==> config.mk <==
export PLATFORM = sky130hd
export DESIGN_NAME = clk_source_supervisor
export DESIGN_NICKNAME = d
export VERILOG_FILES = /design/src/rtl/clksup_pkg.sv /design/src/rtl/clksup_sync.sv /design/src/rtl/clksup_window_timer.sv /design/src/rtl/clksup_presence.sv /design/src/rtl/clksup_select.sv /design/src/rtl/clk_source_supervisor.sv
export SDC_FILE = /design/constraint.sdc
export NUM_CORES = 1
export LEC_CHECK = 0
export BUFFER_PORTS_ARGS = -buffer_cell sky130_fd_sc_hd__buf_4
export CAP_MARGIN = 20
export CORE_ASPECT_RATIO = 0.9
export CORE_MARGIN = 10
export CORE_UTILIZATION = 50
export CTS_CLUSTER_SIZE = 20
export DETAILED_ROUTE_END_ITERATION = 8
export PLACE_DENSITY = 0.71
export SKIP_LAST_GASP = 1
export SYNTH_ARGS = -nofsm -noshare
export SYNTH_HDL_FRONTEND = slang
export SYNTH_SLANG_ARGS = --single-unit
==> constraint.sdc <==
create_clock -name ref_clk -period 4.6 [get_ports ref_clk]
set_clock_uncertainty 0.2 [all_clocks]
set_input_delay 1.15 -clock ref_clk [delete_from_list [all_inputs] [get_ports ref_clk]]
set_output_delay 1.15 -clock ref_clk [all_outputs]
set_load 0.02 [all_outputs]
==> src/rtl/clksup_pkg.sv <==
package clksup_pkg;

  localparam int NSRC  = 4;
  localparam int SEL_W = $clog2(NSRC);

  typedef enum logic [SEL_W-1:0] {
    SRC_TIMING     = 2'd0,
    SRC_FRONT      = 2'd1,
    SRC_STANDALONE = 2'd2,
    SRC_INTERNAL   = 2'd3
  } src_e;

  // Lowest set index wins; an empty vector maps to the last (fallback) source.
  function automatic logic [SEL_W-1:0] first_set(input logic [NSRC-1:0] v);
    logic [SEL_W-1:0] r;
    r = SEL_W'(NSRC - 1);
    for (int i = NSRC - 1; i >= 0; i--) begin
      if (v[i]) r = SEL_W'(i);
    end
    return r;
  endfunction

endpackage

==> src/rtl/clksup_sync.sv <==
module clksup_sync #(
  parameter int W      = 1,
  parameter int STAGES = 2
) (
  input  logic         clk,
  input  logic         rst_n,
  input  logic [W-1:0] d,
  output logic [W-1:0] q
);

  logic [W-1:0] stg_q [STAGES];

  always_ff @(posedge clk or negedge rst_n) begin
    if (!rst_n) stg_q[0] <= '0;
    else        stg_q[0] <= d;
  end

  for (genvar s = 1; s < STAGES; s++) begin : g_stage
    always_ff @(posedge clk or negedge rst_n) begin
      if (!rst_n) stg_q[s] <= '0;
      else        stg_q[s] <= stg_q[s-1];
    end
  end

  assign q = stg_q[STAGES-1];

endmodule

==> src/rtl/clksup_window_timer.sv <==
module clksup_window_timer #(
  parameter int WIN_W = 8
) (
  input  logic             clk,
  input  logic             rst_n,
  input  logic [WIN_W-1:0] win_len,
  output logic             tick_o
);

  logic [WIN_W-1:0] cnt_q, cnt_d;
  logic             wrap;

  always_comb begin
    // Lengths of 0 and 1 both give a tick every cycle.
    wrap  = (({1'b0, cnt_q} + 1'b1) >= {1'b0, win_len});
    cnt_d = wrap ? '0 : cnt_q + 1'b1;
  end

  always_ff @(posedge clk or negedge rst_n) begin
    if (!rst_n) cnt_q <= '0;
    else        cnt_q <= cnt_d;
  end

  assign tick_o = wrap;

endmodule

==> src/rtl/clksup_presence.sv <==
module clksup_presence #(
  parameter int REC_W = 3
) (
  input  logic             clk,
  input  logic             rst_n,
  input  logic             tgl_s,
  input  logic             tick_i,
  input  logic [REC_W-1:0] rec_need,
  output logic             present_o
);

  logic             prev_q, prev_d;
  logic             seen_q, seen_d;
  logic             pres_q, pres_d;
  logic [REC_W-1:0] good_q, good_d;
  logic             edge_w, win_good;
  logic [REC_W-1:0] need;

  always_comb begin
    edge_w   = tgl_s ^ prev_q;
    win_good = seen_q | edge_w;
    need     = (rec_need == '0) ? REC_W'(1) : rec_need;
    prev_d   = tgl_s;
    seen_d   = tick_i ? 1'b0 : win_good;
    pres_d   = pres_q;
    good_d   = good_q;
    if (tick_i) begin
      if (!win_good) begin
        pres_d = 1'b0;
        good_d = '0;
      end else if (!pres_q) begin
        if (({1'b0, good_q} + 1'b1) >= {1'b0, need}) begin
          pres_d = 1'b1;
          good_d = '0;
        end else begin
          good_d = good_q + 1'b1;
        end
      end
    end
  end

  always_ff @(posedge clk or negedge rst_n) begin
    if (!rst_n) begin
      prev_q <= 1'b0;
      seen_q <= 1'b0;
      pres_q <= 1'b0;
      good_q <= '0;
    end else begin
      prev_q <= prev_d;
      seen_q <= seen_d;
      pres_q <= pres_d;
      good_q <= good_d;
    end
  end

  assign present_o = pres_q;

  AST_LOSS_ON_WINDOW: assert property (@(posedge clk) disable iff (!rst_n)
    $fell(pres_q) |-> $past(tick_i));
  AST_RECOVER_ON_WINDOW: assert property (@(posedge clk) disable iff (!rst_n)
    $rose(pres_q) |-> ($past(tick_i) && $past(seen_q | edge_w)));

endmodule

==> src/rtl/clksup_select.sv <==
module clksup_select
  import clksup_pkg::*;
(
  input  logic             clk,
  input  logic             rst_n,
  input  logic [NSRC-1:0]  usable,
  input  logic [NSRC-1:0]  src_en,
  input  logic             run_mode,
  input  logic             fail_clr,
  output logic [SEL_W-1:0] sel_o,
  output logic             health_o,
  output logic             flag_o
);

  logic [NSRC-1:0]  en_eff, qual;
  logic [SEL_W-1:0] sel_q, sel_d, req_q, req_d;
  logic             health_q, health_d;
  logic             flag_q, flag_d;

  always_comb begin
    en_eff    = src_en;
    en_eff[0] = src_en[0] | run_mode;
    qual      = en_eff & usable;
    sel_d     = first_set(qual);
    req_d     = first_set(en_eff);
    health_d  = (sel_d == req_d);
    flag_d    = (sel_d != sel_q) | (flag_q & ~fail_clr);
  end

  always_ff @(posedge clk or negedge rst_n) begin
    if (!rst_n) begin
      sel_q    <= SRC_INTERNAL;
      req_q    <= SRC_INTERNAL;
      health_q <= 1'b1;
      flag_q   <= 1'b0;
    end else begin
      sel_q    <= sel_d;
      req_q    <= req_d;
      health_q <= health_d;
      flag_q   <= flag_d;
    end
  end

  assign sel_o    = sel_q;
  assign health_o = health_q;
  assign flag_o   = flag_q;

  AST_TIMING_FIRST: assert property (@(posedge clk) disable iff (!rst_n)
    qual[0] |=> (sel_q == SRC_TIMING));
  AST_FALLBACK_INTERNAL: assert property (@(posedge clk) disable iff (!rst_n)
    (qual == '0) |=> (sel_q == SRC_INTERNAL));
  AST_RUN_REQUESTS_TIMING: assert property (@(posedge clk) disable iff (!rst_n)
    run_mode |=> (req_q == SRC_TIMING));
  AST_HEALTH_LOW_ON_FAULT: assert property (@(posedge clk) disable iff (!rst_n)
    (run_mode && !usable[0]) |=> !health_q);
  AST_FLAG_HOLDS: assert property (@(posedge clk) disable iff (!rst_n)
    ($past(flag_q) && !$past(fail_clr)) |-> flag_q);
  AST_FLAG_ON_CHANGE: assert property (@(posedge clk) disable iff (!rst_n)
    (sel_q != $past(sel_q)) |-> flag_q);

endmodule

==> src/rtl/clk_source_supervisor.sv <==
module clk_source_supervisor
  import clksup_pkg::*;
#(
  parameter int WIN_W       = 8,
  parameter int REC_W       = 3,
  parameter int SYNC_STAGES = 2
) (
  input  logic             ref_clk,
  input  logic             rst_n,
  input  logic [NSRC-1:0]  src_tgl,
  input  logic             rx_ready,
  input  logic             pll_locked,
  input  logic [NSRC-1:0]  src_en,
  input  logic             run_mode,
  input  logic [WIN_W-1:0] win_len,
  input  logic [REC_W-1:0] rec_windows,
  input  logic             fail_clr,
  output logic [SEL_W-1:0] clk_sel,
  output logic [NSRC-1:0]  src_ok,
  output logic             crate_ok,
  output logic             failover_flag
);

  localparam int SYNC_W = NSRC + 2;

  logic [SYNC_W-1:0] async_in, sync_out;
  logic [NSRC-1:0]   tgl_s, present, usable;
  logic              rdy_s, lock_s, tick;

  assign async_in = {pll_locked, rx_ready, src_tgl};

  clksup_sync #(.W(SYNC_W), .STAGES(SYNC_STAGES)) u_sync (
    .clk   (ref_clk),
    .rst_n (rst_n),
    .d     (async_in),
    .q     (sync_out)
  );

  assign tgl_s  = sync_out[NSRC-1:0];
  assign rdy_s  = sync_out[NSRC];
  assign lock_s = sync_out[NSRC+1];

  clksup_window_timer #(.WIN_W(WIN_W)) u_timer (
    .clk     (ref_clk),
    .rst_n   (rst_n),
    .win_len (win_len),
    .tick_o  (tick)
  );

  for (genvar g = 0; g < NSRC; g++) begin : g_det
    clksup_presence #(.REC_W(REC_W)) u_det (
      .clk       (ref_clk),
      .rst_n     (rst_n),
      .tgl_s     (tgl_s[g]),
      .tick_i    (tick),
      .rec_need  (rec_windows),
      .present_o (present[g])
    );
  end

  always_comb begin
    usable    = present;
    usable[0] = present[0] & rdy_s & lock_s;
  end

  clksup_select u_select (
    .clk      (ref_clk),
    .rst_n    (rst_n),
    .usable   (usable),
    .src_en   (src_en),
    .run_mode (run_mode),
    .fail_clr (fail_clr),
    .sel_o    (clk_sel),
    .health_o (crate_ok),
    .flag_o   (failover_flag)
  );

  assign src_ok = usable;

  AST_TIMING_NEEDS_READY: assert property (@(posedge ref_clk) disable iff (!rst_n)
    (clk_sel == SRC_TIMING) |-> $past(rdy_s && lock_s));

endmodule

==> results.sh <==
export IMPL_status="finished, final reports clean"
export IMPL_critPathKind="register to register"
export IMPL_p_int_mw=0.949
export IMPL_h_tree_depth=2
export IMPL_syn_num_nets=278
export IMPL_clockPowerShare=0.211
export IMPL_core_um2=4830
export IMPL_cts_tree="done"
export IMPL_insertion_delay_ns=0.30
export IMPL_detail_route_antenna_nets=0
export IMPL_dp_worst_setup_slack_ns=1.17
export IMPL_yosys_register_bits=48
export IMPL_critPathLaunchType="register"
export IMPL_design_area_um2=2890
export IMPL_peakVddDrop_uv=274
export IMPL_rsz0062_at_grt="false"
export IMPL_crit_required_ns=4.59
export IMPL_ff2ff_path_depth=11
export IMPL_grt_first_pass_wirelength_um=7230
export IMPL_overflow=0
export IMPL_io_pins=33
export IMPL_die_y_um=87.0
export IMPL_synthFlopType="dfrtp_1"
export IMPL_area_delta_synth_final_pct=15.9
export IMPL_track_usage=0.108
export IMPL_syn_instance_count=228
export IMPL_endpoint_kind="register"
export IMPL_dr_pass1_iters=4
export IMPL_seq_power_share=0.424
export IMPL_hold_depth=0
export IMPL_setup_slack_ns=1.33
export IMPL_async_reset_ff_frac=1.00
export IMPL_crit_slowest_cell="dfrtp_1"
export IMPL_clk_path_buf_depth=2
export IMPL_synth_most_common_cell="dfrtp_1"
export IMPL_fmax_mhz=305
export IMPL_synth_edf_count=0
export IMPL_synth_area_um2=2490
export IMPL_p_per_area_nw_per_um2=504
export IMPL_wirelength_um=4210
export IMPL_setup_viol=0
export IMPL_hold_ws_ns=0.156
export IMPL_die_area_um2=8220
export IMPL_path_clk_slew_ns=0.09
export IMPL_grt_max_degree=49
export IMPL_post_route_min_period_ns=3.27
export IMPL_slew_headroom=0.608
export IMPL_ys_warn_count=0
export IMPL_vias_per_cell=5.16
export IMPL_cts_setup_buffers=0
export IMPL_antenna_found_initial=0
export IMPL_ys_seq_area_frac=0.483
export IMPL_yosys_area_top_type="dfrtp_1"
export IMPL_combPwrFrac=0.365
export IMPL_hold_start="u_sync.stg_q[10]$_DFF_PN0_"
export IMPL_globalplace_congestion=0.811
export IMPL_fill_cells=411
export IMPL_clock_sinks=48
export IMPL_p_total_mw=1.46
export IMPL_worstMarginPinSlew_ns=0.588
export IMPL_yosysUniqueCellTypes=34
export IMPL_portBuffers=31
export IMPL_path_cells="ha_1 -> nand3_2 -> nor2_1 -> xor2_1 -> ha_1 -> and3_1 -> a221oi_2 -> o211ai_2 -> buf_4 -> and3b_1 -> mux2_4"
export IMPL_switchingPower_mw=0.507
export IMPL_cpMostUsedCell="ha_1"
export IMPL_worst_ep_arrival_time_ns=3.27
export IMPL_p_leak_nw=1.47
export IMPL_final_hold_violation_count=0
export IMPL_yosys_top_cells_area="dfrtp_1 45%, ha_1 13%, xor2_1 4.2%, a21oi_1 3.6%, dfstp_2 3.2%"
export IMPL_num_vias=1693
export IMPL_switching_share=0.348
export IMPL_cts_buffers=5
export IMPL_post_route_period_util=0.712
export IMPL_postCtsHoldBufs=0
export IMPL_slowest_delay_ns=0.44
export IMPL_final_max_slew_viol_count=0
export IMPL_maxCapViolCount=0
export IMPL_post_dp_cell_area_um2=2780
export IMPL_fp_dieW_um=94.5
export IMPL_dp_hpwl_um=3270
export IMPL_yosysTopAreaCellShare=0.451
export IMPL_fin_nets=312
export IMPL_drive_above_1_share=0.217
export IMPL_num_rows=24
export IMPL_drt_iter0_markers=39
export IMPL_cts_root_buf="clkbuf_8"
export IMPL_hold_end="u_sync.q[4]$_DFF_PN0_"
export IMPL_ctsResizeCount=0
export IMPL_r2r_end="g_det[3].u_det.good_q[0]$_DFFE_PN0P_"
export IMPL_wl_per_cell_um=12.8
export IMPL_synth_common_cells="45 x dfrtp_1, 25 x ha_1, 18 x a21oi_1"
export IMPL_rrSetupSlack_ns=1.33
export IMPL_grt_pass1_vias=1688
export IMPL_worstPathMaxFanout=12
export IMPL_hold_class="register to register"
export IMPL_antenna_cells=0
export IMPL_route_detailed_drc=0
export IMPL_avgSynthCellArea_um2=10.9
export IMPL_tns_ns=0
export IMPL_r2r_start="u_timer.cnt_q[0]$_DFF_PN0_"
export IMPL_initial_core_util=0.516
## cells in the final DEF, fill, tap and decap left out
cell        n
o21ai_0     8
nand2_2     3
a221oi_2    1
o21a_1      2
buf_4      33
nor2_1     17
clkinv_4    2
or2_2       1
and3_1      5
dfstp_2     3
ha_1       25
o221ai_1    2
nand2_1     4
mux2_4      3
nor3_1      1
clkbuf_8    5
nand4_1     2
o211ai_2    1
a31oi_1     4
nand3_1    10
a21o_1      7
a31o_2      2
dfrtp_1    45
a22o_1      6
o21bai_1    1
nand2b_1    6
a21oi_1    18
xor2_1     12
nor2b_1     9
inv_1      15
mux2_2      1
xnor2_1     4
nand3_2     1
and3b_1     2
or3_1       1
bufinv_16   1
## worst max-delay path: cells and delay by family, from the launching register on
| kind | cells | cell delay [ns] |
|---|---|---|
| AND/OR/NAND/NOR | 4 | 0.63 |
| AO/OA/AOI/OAI | 2 | 0.59 |
| adder cells (fa/ha/maj) | 2 | 0.52 |
| flip-flops | 1 | 0.44 |
| buffers and inverters | 1 | 0.27 |
| multiplexers | 1 | 0.27 |
| XOR/XNOR | 1 | 0.24 |
## sequential cells by signal, summed over array words and instances (netlist names), 2 cells and up
register,flops
g_det.u_det.good_q,12
u_timer.cnt_q,8
u_sync.q,6
u_sync.stg_q,6
g_det.u_det.present_o,4
g_det.u_det.prev_q,4
g_det.u_det.seen_q,4
u_select.sel_o,2
## cell type report
cell class / instances / area (um^2) / share of cell area
Clock buffer: 5 / 68.8 / 0.0238
Clock inverter: 3 / 47.5 / 0.0164
Inverter: 15 / 56.3 / 0.0195
Multi-Input combinational cell: 159 / 1180 / 0.410
Sequential cell: 48 / 1200 / 0.417
Tap cell: 65 / 81.3 / 0.0281
Timing Repair Buffer: 33 / 248 / 0.0857
## layer usage
| layer | vias to the layer above | share of wire | global-route usage | wire [um] |
|---|---|---|---|---|
| li1 | 860 | - | - | - |
| met1 | 802 | 0.49 | 0.135 | 2050 |
| met2 | 22 | 0.45 | 0.169 | 1900 |
| met3 | 9 | 0.045 | 0.0345 | 190 |
| met4 | 0 | 0.015 | 0.0421 | 62 |
| met5 | - | 0 | 0 | 0 |
## cell families (layout without fill, tap and decap cells)
kind of cell    count (synthesis)  after routing  synth area share
xor+xnor                       16             16            0.0562
mux                             4              4            0.0226
fa+ha+maj                      25             25             0.125
buf+inv                        21             56            0.0421
simple gates                   62             62             0.132
flops                          48             48             0.483
compound gates                 52             52             0.138
## through the flow
step,utilization,std cells
final,0.598,328
after global routing,0.598,328
after CTS,0.598,328
after detailed placement,0.574,320
after global placement,0.574,320
after floorplan,-,228
## how the worst max path moves through the flow
stage	from	to	cells after the start
4_1_cts	u_timer.cnt_q[2]$_DFF_PN0_	g_det[3].u_det.good_q[0]$_DFFE_PN0P_	11
5_1_grt	u_timer.cnt_q[0]$_DFF_PN0_	g_det[3].u_det.good_q[0]$_DFFE_PN0P_	11
6_report	u_timer.cnt_q[0]$_DFF_PN0_	g_det[3].u_det.good_q[0]$_DFFE_PN0P_	11
2_1_floorplan	win_len[7]	g_det[1].u_det.good_q[0]$_DFFE_PN0P_	7
3_5_place_dp	win_len[7]	g_det[3].u_det.good_q[0]$_DFFE_PN0P_	9
3_3_place_gp	win_len[7]	g_det[3].u_det.good_q[0]$_DFFE_PN0P_	9
## power by group through the flow
stage / combinational (mW) / sequential (mW) / clock, mW
floorplan: 0.415 / 0.615 / 0
global placement: 0.521 / 0.624 / 0
detailed placement: 0.540 / 0.625 / 0
CTS: 0.541 / 0.619 / 0.319
global route: 0.610 / 0.634 / 0.334
finish: 0.531 / 0.618 / 0.307
Power figures use the tool's default switching activity.
